## src/rtl/slink_pkg.sv

```systemverilog
package slink_pkg;
    localparam int SLOT_W    = 20;
    localparam int TAG_W     = 16;
    localparam int NUM_SLOTS = 12;
    localparam int FRAME_W   = TAG_W + NUM_SLOTS * SLOT_W;
    localparam int CNT_W     = $clog2(FRAME_W);
    localparam int NUM_DATA  = 9;   // slots 3..11
    localparam int MODEM_IDX = 2;   // data index of slot 5
    localparam int PCM_CH    = NUM_DATA - 1;
    localparam int SMP16_W   = 16;
    localparam int PAD_W     = SLOT_W - SMP16_W;
    localparam int IDX_W     = 7;

    typedef struct packed {
        logic [CNT_W-1:0]   cnt;
        logic               sync;
        logic               sdo;
        logic [FRAME_W-1:0] sh;
    } ser_state_t;
endpackage

```

## src/rtl/slot_select.sv

```systemverilog
module slot_select
    import slink_pkg::*;
(
    input  logic                clk,
    input  logic                rst_n,
    input  logic                frame_start,
    input  logic                vra_en,
    input  logic [NUM_DATA-1:0] slot_req,
    input  logic [NUM_DATA-1:0] fifo_empty,
    output logic [NUM_DATA-1:0] fill,
    output logic [NUM_DATA-1:0] pop,
    output logic [NUM_DATA-1:0] urun
);
    logic [NUM_DATA-1:0] want;
    logic [NUM_DATA-1:0] urun_d, urun_q;

    for (genvar k = 0; k < NUM_DATA; k++) begin : g_slot
        always_comb begin
            want[k] = !vra_en || slot_req[k];
            fill[k] = want[k] && !fifo_empty[k];
            pop[k]  = fill[k] && frame_start;
        end
    end

    always_comb begin
        urun_d = urun_q;
        if (frame_start) begin
            urun_d = urun_q | (want & fifo_empty);
        end
    end

    always_ff @(posedge clk or negedge rst_n) begin
        if (!rst_n) urun_q <= '0;
        else        urun_q <= urun_d;
    end

    assign urun = urun_q;

    assert_urun_sticky_R9: assert property (@(posedge clk) disable iff (!rst_n)
        &(~$past(urun_q) | urun_q));

    assert_pop_nonempty_R9: assert property (@(posedge clk) disable iff (!rst_n)
        (pop & fifo_empty) == '0);
endmodule

```

## src/rtl/frame_assemble.sv

```systemverilog
module frame_assemble
    import slink_pkg::*;
(
    input  logic                             cmd_valid,
    input  logic                             cmd_rd,
    input  logic [IDX_W-1:0]                 cmd_idx,
    input  logic [SMP16_W-1:0]               cmd_wdata,
    input  logic [NUM_DATA-1:0]              fill,
    input  logic [NUM_DATA-1:0][SLOT_W-1:0]  data_word,
    input  logic                             gpio_en,
    input  logic [SMP16_W-1:0]               gpio_val,
    output logic [FRAME_W-1:0]               frame
);
    localparam int BODY_TOP = FRAME_W - TAG_W - 1;

    logic [NUM_SLOTS-1:0][SLOT_W-1:0] word;
    logic [NUM_SLOTS-1:0]             vld;
    logic [TAG_W-1:0]                 tag;

    always_comb begin
        word[0] = cmd_valid ? {cmd_rd, cmd_idx, {(SLOT_W-IDX_W-1){1'b0}}} : '0;
        vld[0]  = cmd_valid;
        word[1] = (cmd_valid && !cmd_rd) ? {cmd_wdata, {PAD_W{1'b0}}} : '0;
        vld[1]  = cmd_valid && !cmd_rd;
        for (int k = 0; k < NUM_DATA; k++) begin
            word[k+2] = fill[k] ? data_word[k] : '0;
            vld[k+2]  = fill[k];
        end
        word[NUM_SLOTS-1] = gpio_en ? {gpio_val, {PAD_W{1'b0}}} : '0;
        vld[NUM_SLOTS-1]  = gpio_en;

        tag = '0;
        tag[TAG_W-1] = |vld;
        for (int s = 0; s < NUM_SLOTS; s++) begin
            tag[TAG_W-2-s] = vld[s];
        end

        frame = '0;
        frame[FRAME_W-1 -: TAG_W] = tag;
        for (int s = 0; s < NUM_SLOTS; s++) begin
            frame[BODY_TOP - s*SLOT_W -: SLOT_W] = word[s];
        end
    end
endmodule

```

## src/rtl/slink_frame_packer.sv

```systemverilog
module slink_frame_packer
    import slink_pkg::*;
(
    input  logic                      clk,
    input  logic                      rst_n,
    input  logic                      vra_en,
    input  logic [NUM_DATA-1:0]       slot_req,
    input  logic                      pcm_fmt20,
    input  logic [PCM_CH*SLOT_W-1:0]  pcm_data,
    input  logic [PCM_CH-1:0]         pcm_empty,
    output logic [PCM_CH-1:0]         pcm_pop,
    input  logic [SMP16_W-1:0]        mdm_data,
    input  logic                      mdm_empty,
    output logic                      mdm_pop,
    input  logic                      cmd_valid,
    input  logic                      cmd_rd,
    input  logic [IDX_W-1:0]          cmd_idx,
    input  logic [SMP16_W-1:0]        cmd_wdata,
    output logic                      cmd_taken,
    input  logic                      gpio_en,
    input  logic [SMP16_W-1:0]        gpio_val,
    output logic                      sync,
    output logic                      sdo,
    output logic [NUM_DATA-1:0]       underrun
);
    ser_state_t state_d, state_q;

    logic                            frame_start;
    logic [NUM_DATA-1:0]             emp_all, fill, pop_all;
    logic [NUM_DATA-1:0][SLOT_W-1:0] data_word;
    logic [FRAME_W-1:0]              frame;
    logic [CNT_W-1:0]                cnt_nxt;

    assign frame_start = (state_q.cnt == '0);

    // map the data-slot index onto the PCM channels and the modem FIFO
    for (genvar k = 0; k < NUM_DATA; k++) begin : g_map
        if (k == MODEM_IDX) begin : g_mdm
            assign data_word[k] = {mdm_data, {PAD_W{1'b0}}};
            assign emp_all[k]   = mdm_empty;
            assign mdm_pop      = pop_all[k];
        end else begin : g_pcm
            localparam int CH = (k < MODEM_IDX) ? k : k - 1;
            assign data_word[k] = pcm_fmt20 ? pcm_data[CH*SLOT_W +: SLOT_W]
                                            : {pcm_data[CH*SLOT_W +: SMP16_W], {PAD_W{1'b0}}};
            assign emp_all[k]   = pcm_empty[CH];
            assign pcm_pop[CH]  = pop_all[k];
        end
    end

    slot_select u_sel (
        .clk         (clk),
        .rst_n       (rst_n),
        .frame_start (frame_start),
        .vra_en      (vra_en),
        .slot_req    (slot_req),
        .fifo_empty  (emp_all),
        .fill        (fill),
        .pop         (pop_all),
        .urun        (underrun)
    );

    frame_assemble u_asm (
        .cmd_valid (cmd_valid),
        .cmd_rd    (cmd_rd),
        .cmd_idx   (cmd_idx),
        .cmd_wdata (cmd_wdata),
        .fill      (fill),
        .data_word (data_word),
        .gpio_en   (gpio_en),
        .gpio_val  (gpio_val),
        .frame     (frame)
    );

    assign cmd_taken = frame_start && cmd_valid;

    always_comb begin
        cnt_nxt = (state_q.cnt == CNT_W'(FRAME_W-1)) ? '0 : state_q.cnt + 1'b1;
        state_d      = state_q;
        state_d.cnt  = cnt_nxt;
        state_d.sync = (32'(cnt_nxt) < TAG_W);
        if (frame_start) begin
            state_d.sdo = frame[FRAME_W-1];
            state_d.sh  = frame << 1;
        end else begin
            state_d.sdo = state_q.sh[FRAME_W-1];
            state_d.sh  = state_q.sh << 1;
        end
    end

    always_ff @(posedge clk or negedge rst_n) begin
        if (!rst_n) begin
            state_q.cnt  <= CNT_W'(FRAME_W-1);
            state_q.sync <= 1'b0;
            state_q.sdo  <= 1'b0;
            state_q.sh   <= '0;
        end else begin
            state_q <= state_d;
        end
    end

    assign sync = state_q.sync;
    assign sdo  = state_q.sdo;

    assert_sync_len_R1: assert property (@(posedge clk) disable iff (!rst_n)
        $fell(state_q.sync) |-> (32'(state_q.cnt) == TAG_W));

    assert_first_bit_R2: assert property (@(posedge clk) disable iff (!rst_n)
        $rose(state_q.sync) |=> (state_q.sdo == $past(frame[FRAME_W-1])));

    assert_pop_align_R10: assert property (@(posedge clk) disable iff (!rst_n)
        ((|pcm_pop) || mdm_pop || cmd_taken) |-> $rose(state_q.sync));

    assert_vra_hold_R8: assert property (@(posedge clk) disable iff (!rst_n)
        vra_en |-> ((pop_all & ~slot_req) == '0));
endmodule

```

## config.mk

```make
export PLATFORM = sky130hd
export DESIGN_NAME = slink_frame_packer
export DESIGN_NICKNAME = d
export VERILOG_FILES = /design/src/rtl/slink_pkg.sv /design/src/rtl/slot_select.sv /design/src/rtl/frame_assemble.sv /design/src/rtl/slink_frame_packer.sv
export SDC_FILE = /design/constraint.sdc
export NUM_CORES = 1
export LEC_CHECK = 0
export ABC_AREA = 1
export CAP_MARGIN = 20
export CORE_UTILIZATION = 55
export DETAILED_ROUTE_END_ITERATION = 10
export PLACE_DENSITY = 0.95
export REMOVE_ABC_BUFFERS = 1
export SLEW_MARGIN = 15
export SYNTH_ARGS = -nofsm -noshare
export SYNTH_HDL_FRONTEND = slang
export SYNTH_SLANG_ARGS = --single-unit
```

## constraint.sdc

```tcl
create_clock -name clk -period 2.7 [get_ports clk]
set_clock_uncertainty 0.05 [all_clocks]
set_input_delay 0.54 -clock clk [delete_from_list [all_inputs] [get_ports clk]]
set_output_delay 0.54 -clock clk [all_outputs]
set_load 0.01 [all_outputs]
```

==> results of run 1 <==
layout by cell type (no fill, tap or decap), types with 2 or more instances in the layout:
| cell type | instances |
|---|---|
| sky130_fd_sc_hd__clkinvlp_4 | 2 |
| sky130_fd_sc_hd__dlymetal6s2s_1 | 3 |
| sky130_fd_sc_hd__bufinv_16 | 2 |
| sky130_fd_sc_hd__nand2_1 | 452 |
| sky130_fd_sc_hd__xor2_1 | 2 |
| sky130_fd_sc_hd__clkbuf_8 | 6 |
| sky130_fd_sc_hd__diode_2 | 2 |
| sky130_fd_sc_hd__clkinv_2 | 7 |
| sky130_fd_sc_hd__dfrtp_1 | 262 |
| sky130_fd_sc_hd__buf_2 | 4 |
| sky130_fd_sc_hd__o21ai_0 | 159 |
| sky130_fd_sc_hd__buf_4 | 52 |
| sky130_fd_sc_hd__clkbuf_2 | 2 |
| sky130_fd_sc_hd__clkbuf_1 | 7 |
| sky130_fd_sc_hd__buf_12 | 7 |
| sky130_fd_sc_hd__inv_2 | 2 |
| sky130_fd_sc_hd__buf_6 | 5 |
| sky130_fd_sc_hd__nand3_4 | 5 |
| sky130_fd_sc_hd__clkdlybuf4s50_1 | 247 |
| sky130_fd_sc_hd__a31o_2 | 9 |
| sky130_fd_sc_hd__dfstp_2 | 8 |
| sky130_fd_sc_hd__nand2_4 | 2 |
| sky130_fd_sc_hd__a21oi_1 | 66 |
| sky130_fd_sc_hd__nand3_1 | 38 |
| sky130_fd_sc_hd__inv_1 | 134 |
| sky130_fd_sc_hd__o21ai_1 | 67 |
| sky130_fd_sc_hd__nand2_2 | 2 |
| sky130_fd_sc_hd__nor2_1 | 105 |
| sky130_fd_sc_hd__clkbuf_16 | 29 |
per-stage QoR:
stage	hold WS, ps	total power [uW]	setup TNS, ps	cell area, um^2	setup WS (ps)
6_report	394	9080	0	15800	46.0
5_1_grt	402	9440	-82.5	15800	-22.8
4_1_cts	395	9140	-403	15700	-202
3_5_place_dp	378	5280	-356	14700	-172
3_3_place_gp	380	5240	-244	14700	-147
2_1_floorplan	194	4610	-193110	11300	-859
flip-flops by register name, indices dropped and copies added, names as in the netlist:
name and cells:
sdo 1, state_q 259, sync 1, u_sel.urun 9
cells by family after synthesis:
logic type                 share of synthesized area (%)
and+or+nand+nor                                     20.3
DFF                                                 57.4
xor gates and xnor gates                           0.149
buffers and inverters                               8.92
adders and majority gates                          0.212
AOI/OAI and AO/OA                                   13.1
per-layer routing:
metal | share of wire (%) | global-route usage, %
met5 | 0 | 0
met4 | 4.4 | 12.5
met3 | 7.1 | 4.82
met2 | 49 | 48.5
met1 | 39 | 35.4
critical path, delay by kind of cell (launching register included):
kind | cells | cell delay [ps]
buffers and inverters | 5 | 610
DFF | 1 | 560
and+or+nand+nor | 3 | 200
adders and majority gates | 1 | 170
where the power goes:
group	internal, uW	switching [uW]
Sequential	4210	57.1
Combinational	502	449
Clock	2320	1540
path summary, 6_finish.rpt:
kind | startpoint | to | cells past startpoint
worst max-delay path | state_q[258]$_DFF_PN1_ | pcm_pop[4] | 9
worst min-delay path | state_q[252]$_DFF_PN0_ | state_q[253]$_DFF_PN0_ | 2
worst max register to register | state_q[258]$_DFF_PN1_ | state_q[75]$_DFF_PN0_ | 10
worst min register to register | state_q[252]$_DFF_PN0_ | state_q[253]$_DFF_PN0_ | 2
max in group asynchronous | rst_n | state_q[92]$_DFF_PN0_ | 3
min in group asynchronous | rst_n | state_q[186]$_DFF_PN0_ | 2
area by class of cell:
cell class / instances / area, um^2
repair buffers: 324 / 3170
fillers: 1392 / 5270
clock buffers: 42 / 835
well taps: 275 / 344
diodes: 2 / 5.00
multi-input cells: 910 / 4000
clock inverters: 10 / 105
inverters: 139 / 528
flip-flops and latches: 270 / 6770
what timing repair did:
| action | in CTS | in global routing |
|---|---|---|
| hold buffers | 1 | 0 |
| hold endpoints to repair | 54 | 0 |
| setup buffers | 8 | 4 |
| resized for setup | 23 | 17 |
| setup endpoints to repair | 10 | 7 |
| pin swaps | 1 | 3 |
==> reports/results.tsv, run 1 <==
stage	metric	value	unit
route	total number of vias	10400	
logic_synthesis	number of enable-type register cells in the synthesized netlist	0	
logic_synthesis	fraction of registers with async set/reset	100	%
logic_synthesis	part of the Yosys area used for sequential elements	57.4	%
logic_synthesis	area leader, netlist	sky130_fd_sc_hd__dfrtp_1	
logic_synthesis	Synth cell types	25	
critical_path	critical path class	reg2out	
die	core outline area	21000	um^2
die	starting density of the core	56.1	%
logic_synthesis	synthesized flop and latch total	270	
timing	Slew Limit Fails	0	
global_routing	GRT Resource Usage Total	28.3	%
timing	setup-violating endpoint count in the final report	0	
timing	Worst slew margin	61.3	%
timing	final hold violation count	0	
clock_network	CTS tree	yes	
logic_synthesis	count of mapped cells out of synthesis	1405	
power_and_ir_drop	standby leakage power	0.00798	uW
die	num rows	53	
critical_path	reg-to-reg slack, setup	370	ps
logic_synthesis	synth cell count leaders	sky130_fd_sc_hd__nand2_1 (453), sky130_fd_sc_hd__dfrtp_1 (262), sky130_fd_sc_hd__o21ai_0 (159)	
logic_synthesis	main flop type after synthesis	sky130_fd_sc_hd__dfrtp_1	
timing	post-layout min period	2650	ps
route	detail-routed via count per cell	5.25	
global_routing	number of antenna violations at the first check in global routing	2	
critical_path	Data required, critical path	2110	ps
clock_network	maximum count of clock buffers along a single path	3	
place	cell count after placement	1905	
critical_path	slowest CP cell	sky130_fd_sc_hd__dfstp_2	
global_routing	pin count of the biggest net entering global routing	70	
logic_synthesis	dominant cell by count in the synthesized netlist	sky130_fd_sc_hd__nand2_1	
route	ANT nets after route	0	
flow_run	count of max-cap constraint violations	0	
critical_path	WP data arrival	2060	ps
critical_path	CP cell instances	inv_2 -> ha_2 -> nand2_2 -> nor2_4 -> buf_4 -> buf_6 -> nand3_4 -> inv_1 -> dlygate4sd2_1	
power_and_ir_drop	ratio of total power to cell area	576	nW/um^2
final_layout	Nets	1915	
logic_synthesis	cell area after synthesis	11800	um^2
logic_synthesis	Post-Syn Area per Cell	8.39	um^2
logic_synthesis	top post-synthesis cells by area	sky130_fd_sc_hd__dfrtp_1 (56%), sky130_fd_sc_hd__nand2_1 (14%), sky130_fd_sc_hd__o21ai_0 (6.8%), sky130_fd_sc_hd__inv_1 (4.3%), sky130_fd_sc_hd__nor2_1 (3.3%)	
final_layout	Non-Filler Instances	1972	
die	Vert. Die Dim	148	um
clock_network	CTS clock-pin slew for the worst setup and hold paths	60	ps
clock_network	library cell used as clock root buffer	sky130_fd_sc_hd__clkbuf_16	
die	horizontal die dimension	148	um
outcome	outcome	finished clean	
global_routing	vias in the first global route	10300	
place	placer's final routability congestion estimate	0.884	
timing	Final period util	98.3	%
critical_path	maximum cell stage delay along the critical path	560	ps
global_routing	first-pass GRT wire length	49500	um
route	DRC violations left	0	
timing	Tightest Pin Transition	579	ps
clock_network	cts bufs inserted	28	
clock_network	clock net sink count	270	
critical_path	critical path endpoint category	primary output	
final_layout	share of post-route cells with drive strength above 1	8.73	%
clock_network	clock insertion delay at the later pin of the skew report	520	ps
power_and_ir_drop	maximum vdd drop	0.000431	V
route	number of DRC markers in iteration 0	686	
timing	Max Clk Rate	377	MHz
route	Routed wire per std cell	15.6	um
die	total die area	22000	um^2
min_path	Min-Delay Path Class	reg2reg	
global_routing	global-route congestion overflow total	0	
place	HPWL after DPL	21100	um
logic_synthesis	synthesis warning total	0	
final_layout	end-of-flow core utilization	74.9	%
die	top-level port count	261	
critical_path	Worst Setup Start Kind	flip-flop	
logic_synthesis	area share of the largest cell type after synthesis	55.6	%
place	count of buffers from port buffering	260	
route	Total Routed Length	30800	um
critical_path	maximum fanout count along the critical path	5	
clock_network	number of H-tree levels	1	
final_layout	synthesis-to-finish area growth	33.6	%
route	first drt pass iteration count	5	
Power figures use the tool's default switching activity.
==> inputs of run 2 (changes only) <==
- CORE_UTILIZATION: 55 -> 58
- SYNTH_HIERARCHICAL: unset -> 1
==> reports/results.tsv, run 2 <==
stage	metric	value	unit
outcome	outcome	finished clean	
place	HPWL after DPL	22000	um
power_and_ir_drop	maximum vdd drop	0.000395	V
die	starting density of the core	59.6	%
die	horizontal die dimension	161	um
place	count of buffers from port buffering	260	
place	placed inst area	17300	um^2
timing	RSZ-0062 raised after global routing	no	
timing	setup-violating endpoint count in the final report	0	
clock_network	number of H-tree levels	1	
clock_network	library cell used as clock root buffer	sky130_fd_sc_hd__clkbuf_16	
global_routing	pin count of the biggest net entering global routing	265	
logic_synthesis	main flop type after synthesis	sky130_fd_sc_hd__dfrtp_1	
final_layout	final design instance area without fill	18200	um^2
die	total die area	25800	um^2
route	first drt pass iteration count	8	
global_routing	number of antenna violations at the first check in global routing	1	
die	num rows	57	
logic_synthesis	synthesis warning total	6	
power_and_ir_drop	Power Total	9370	uW
final_layout	multi-input combinational cell area	5570	um^2
route	total number of vias	12900	
logic_synthesis	fraction of registers with async set/reset	100	%
clock_network	clock insertion delay at the later pin of the skew report	550	ps
route	number of DRC markers in iteration 0	991	
die	Vert. Die Dim	161	um
place	placer's final routability congestion estimate	0.843	
timing	final hold violation count	0	
final_layout	share of post-route cells with drive strength above 1	4.11	%
timing	tightest hold margin	381	ps
global_routing	global-route congestion overflow total	0	
power_and_ir_drop	standby leakage power	0.0114	uW
die	top-level port count	261	
clock_network	clock net sink count	274	
timing	Max Clk Rate	381	MHz
final_layout	commonest cells after routing, fill and taps aside	sky130_fd_sc_hd__nand2_1 (1128), sky130_fd_sc_hd__inv_1 (378), sky130_fd_sc_hd__dfrtp_1 (266), sky130_fd_sc_hd__clkdlybuf4s50_1 (248), sky130_fd_sc_hd__nor2_1 (97)	
timing	Slew Limit Fails	0	
critical_path	WP data arrival	2040	ps
logic_synthesis	count of mapped cells out of synthesis	2181	
timing	Worst slew margin	24.0	%
critical_path	critical path class	reg2out	
flow_run	count of max-cap constraint violations	0	
power_and_ir_drop	ratio of total power to cell area	515	nW/um^2
timing	Final period util	97.2	%
critical_path	maximum fanout count along the critical path	4	
critical_path	critical path endpoint category	primary output	
clock_network	CTS clock-pin slew for the worst setup and hold paths	60	ps
logic_synthesis	top post-synthesis cells by area	sky130_fd_sc_hd__dfrtp_1 (46%), sky130_fd_sc_hd__nand2_1 (29%), sky130_fd_sc_hd__inv_1 (9.7%), sky130_fd_sc_hd__buf_2 (2.9%), sky130_fd_sc_hd__nor2_1 (2.5%)	
route	DRC violations left	0	
timing	Tightest Pin Transition	1140	ps
logic_synthesis	number of enable-type register cells in the synthesized netlist	0	
final_layout	area used by sequential logic in the layout	6870	um^2
clock_network	cts bufs inserted	29	
route	ANT nets after route	0	
final_layout	synthesis-to-finish area growth	24.6	%
logic_synthesis	Synth cell types	23	
global_routing	first-pass GRT wire length	56000	um
min_path	depth of the worst hold-timing path	2	
logic_synthesis	synth cell count leaders	sky130_fd_sc_hd__nand2_1 (1128), sky130_fd_sc_hd__inv_1 (378), sky130_fd_sc_hd__dfrtp_1 (266)	
route	Routed wire per std cell	12.3	um
route	Total Routed Length	33600	um
critical_path	Data required, critical path	2110	ps
final_layout	most common cell after layout, fill and taps aside	sky130_fd_sc_hd__nand2_1	
final_layout	Nets	2625	
logic_synthesis	part of the Yosys area used for sequential elements	47.0	%
clock_network	maximum count of clock buffers along a single path	3	
clock_network	CTS tree	yes	
die	core outline area	24500	um^2
final_layout	Reg with most FFs	state_q	
logic_synthesis	area leader, netlist	sky130_fd_sc_hd__dfrtp_1	
timing	post-layout min period	2630	ps
logic_synthesis	cell area after synthesis	14600	um^2
global_routing	GRT Resource Usage Total	26.2	%
final_layout	# fillers	1796	
final_layout	max FFs per register	263	
min_path	Min-Delay Path Class	reg2reg	
critical_path	Worst Setup Start Kind	flip-flop	
global_routing	vias in the first global route	12500	
logic_synthesis	area share of the largest cell type after synthesis	45.5	%
logic_synthesis	synthesized flop and latch total	274	
critical_path	cells on worst reg2reg path	10	
logic_synthesis	dominant cell by count in the synthesized netlist	sky130_fd_sc_hd__nand2_1	
route	detail-routed via count per cell	4.73	
logic_synthesis	Post-Syn Area per Cell	6.70	um^2
==> run 2: stage by stage <==
stage | cells | setup TNS, ps | util, % | setup WS [ps]
floorplan | 2060 | -1071760 | - | -4710
global placement | 2674 | 0 | 70.3 | 34.8
detailed placement | 2674 | 0 | 70.3 | 53.4
CTS | 2729 | 0 | 74.2 | 48.6
global route | 2730 | 0 | 74.2 | 3.87
finish | 2732 | 0 | 74.2 | 74.7
==> run 2: final timing paths <==
check / endpoint / slack [ps] / startpoint
max: cmd_taken / 70 / state_q[258]$_DFF_PN1_
min: state_q[111]$_DFF_PN0_ / 380 / state_q[110]$_DFF_PN0_
max reg2reg: u_sel/urun[7]$_DFFE_PN0P_ / 270 / state_q[258]$_DFF_PN1_
min reg2reg: state_q[111]$_DFF_PN0_ / 380 / state_q[110]$_DFF_PN0_
max in group asynchronous: state_q[101]$_DFF_PN0_ / 1410 / rst_n
min in group asynchronous: state_q[171]$_DFF_PN0_ / 510 / rst_n
==> run 2: timing repair <==
item                                   CTS  global route
hold buffers                             1             0
buffers inserted                         0             1
setup endpoints to repair               10             3
endpoints found under the hold margin   55             0
gates resized for setup                 12             0
==> run 2: worst max-delay path, stage by stage, from the launching register on <==
cell and delay [ps]:
sky130_fd_sc_hd__dfstp_2 550, sky130_fd_sc_hd__inv_1 60, sky130_fd_sc_hd__ha_1 180, sky130_fd_sc_hd__nand2_1 100
sky130_fd_sc_hd__nor2_4 60, sky130_fd_sc_hd__buf_4 160, sky130_fd_sc_hd__inv_8 60, sky130_fd_sc_hd__nor2_1 30
sky130_fd_sc_hd__dlygate4sd2_1 270
==> run 2: per-layer routing <==
layer | global-route usage [%] | share of wire [%] | vias up
li1 | - | - | 6586
met1 | 33.8 | 42 | 5864
met2 | 46.3 | 49 | 402
met3 | 2.74 | 5.4 | 77
met4 | 8.36 | 2.8 | 0
met5 | 0 | 0 | -
==> run 2: power breakdown <==
group	total (uW)	internal, uW	switching (uW)
Sequential	4330	4270	51.8
Combinational	1150	553	602
Clock	3890	2300	1590
Total	9370	7130	2240
==> run 2: cells by family after synthesis <==
logic type,after synthesis,share of synthesized area [%]
AOI/OAI and AO/OA,129,4.42
buffers and inverters,528,15.6
xor gates and xnor gates,2,0.120
and+or+nand+nor,1244,32.7
other,2,0.0514
DFF,274,47.0
adders and majority gates,2,0.171
==> run 2: area by class of cell <==
type | instances | share of cell area (%)
diodes | 2 | 0.0275
clock buffers | 49 | 4.84
clock inverters | 5 | 0.309
inverters | 382 | 7.97
multi-input cells | 1404 | 30.6
flip-flops and latches | 274 | 37.7
well taps | 324 | 2.23
repair buffers | 292 | 16.3
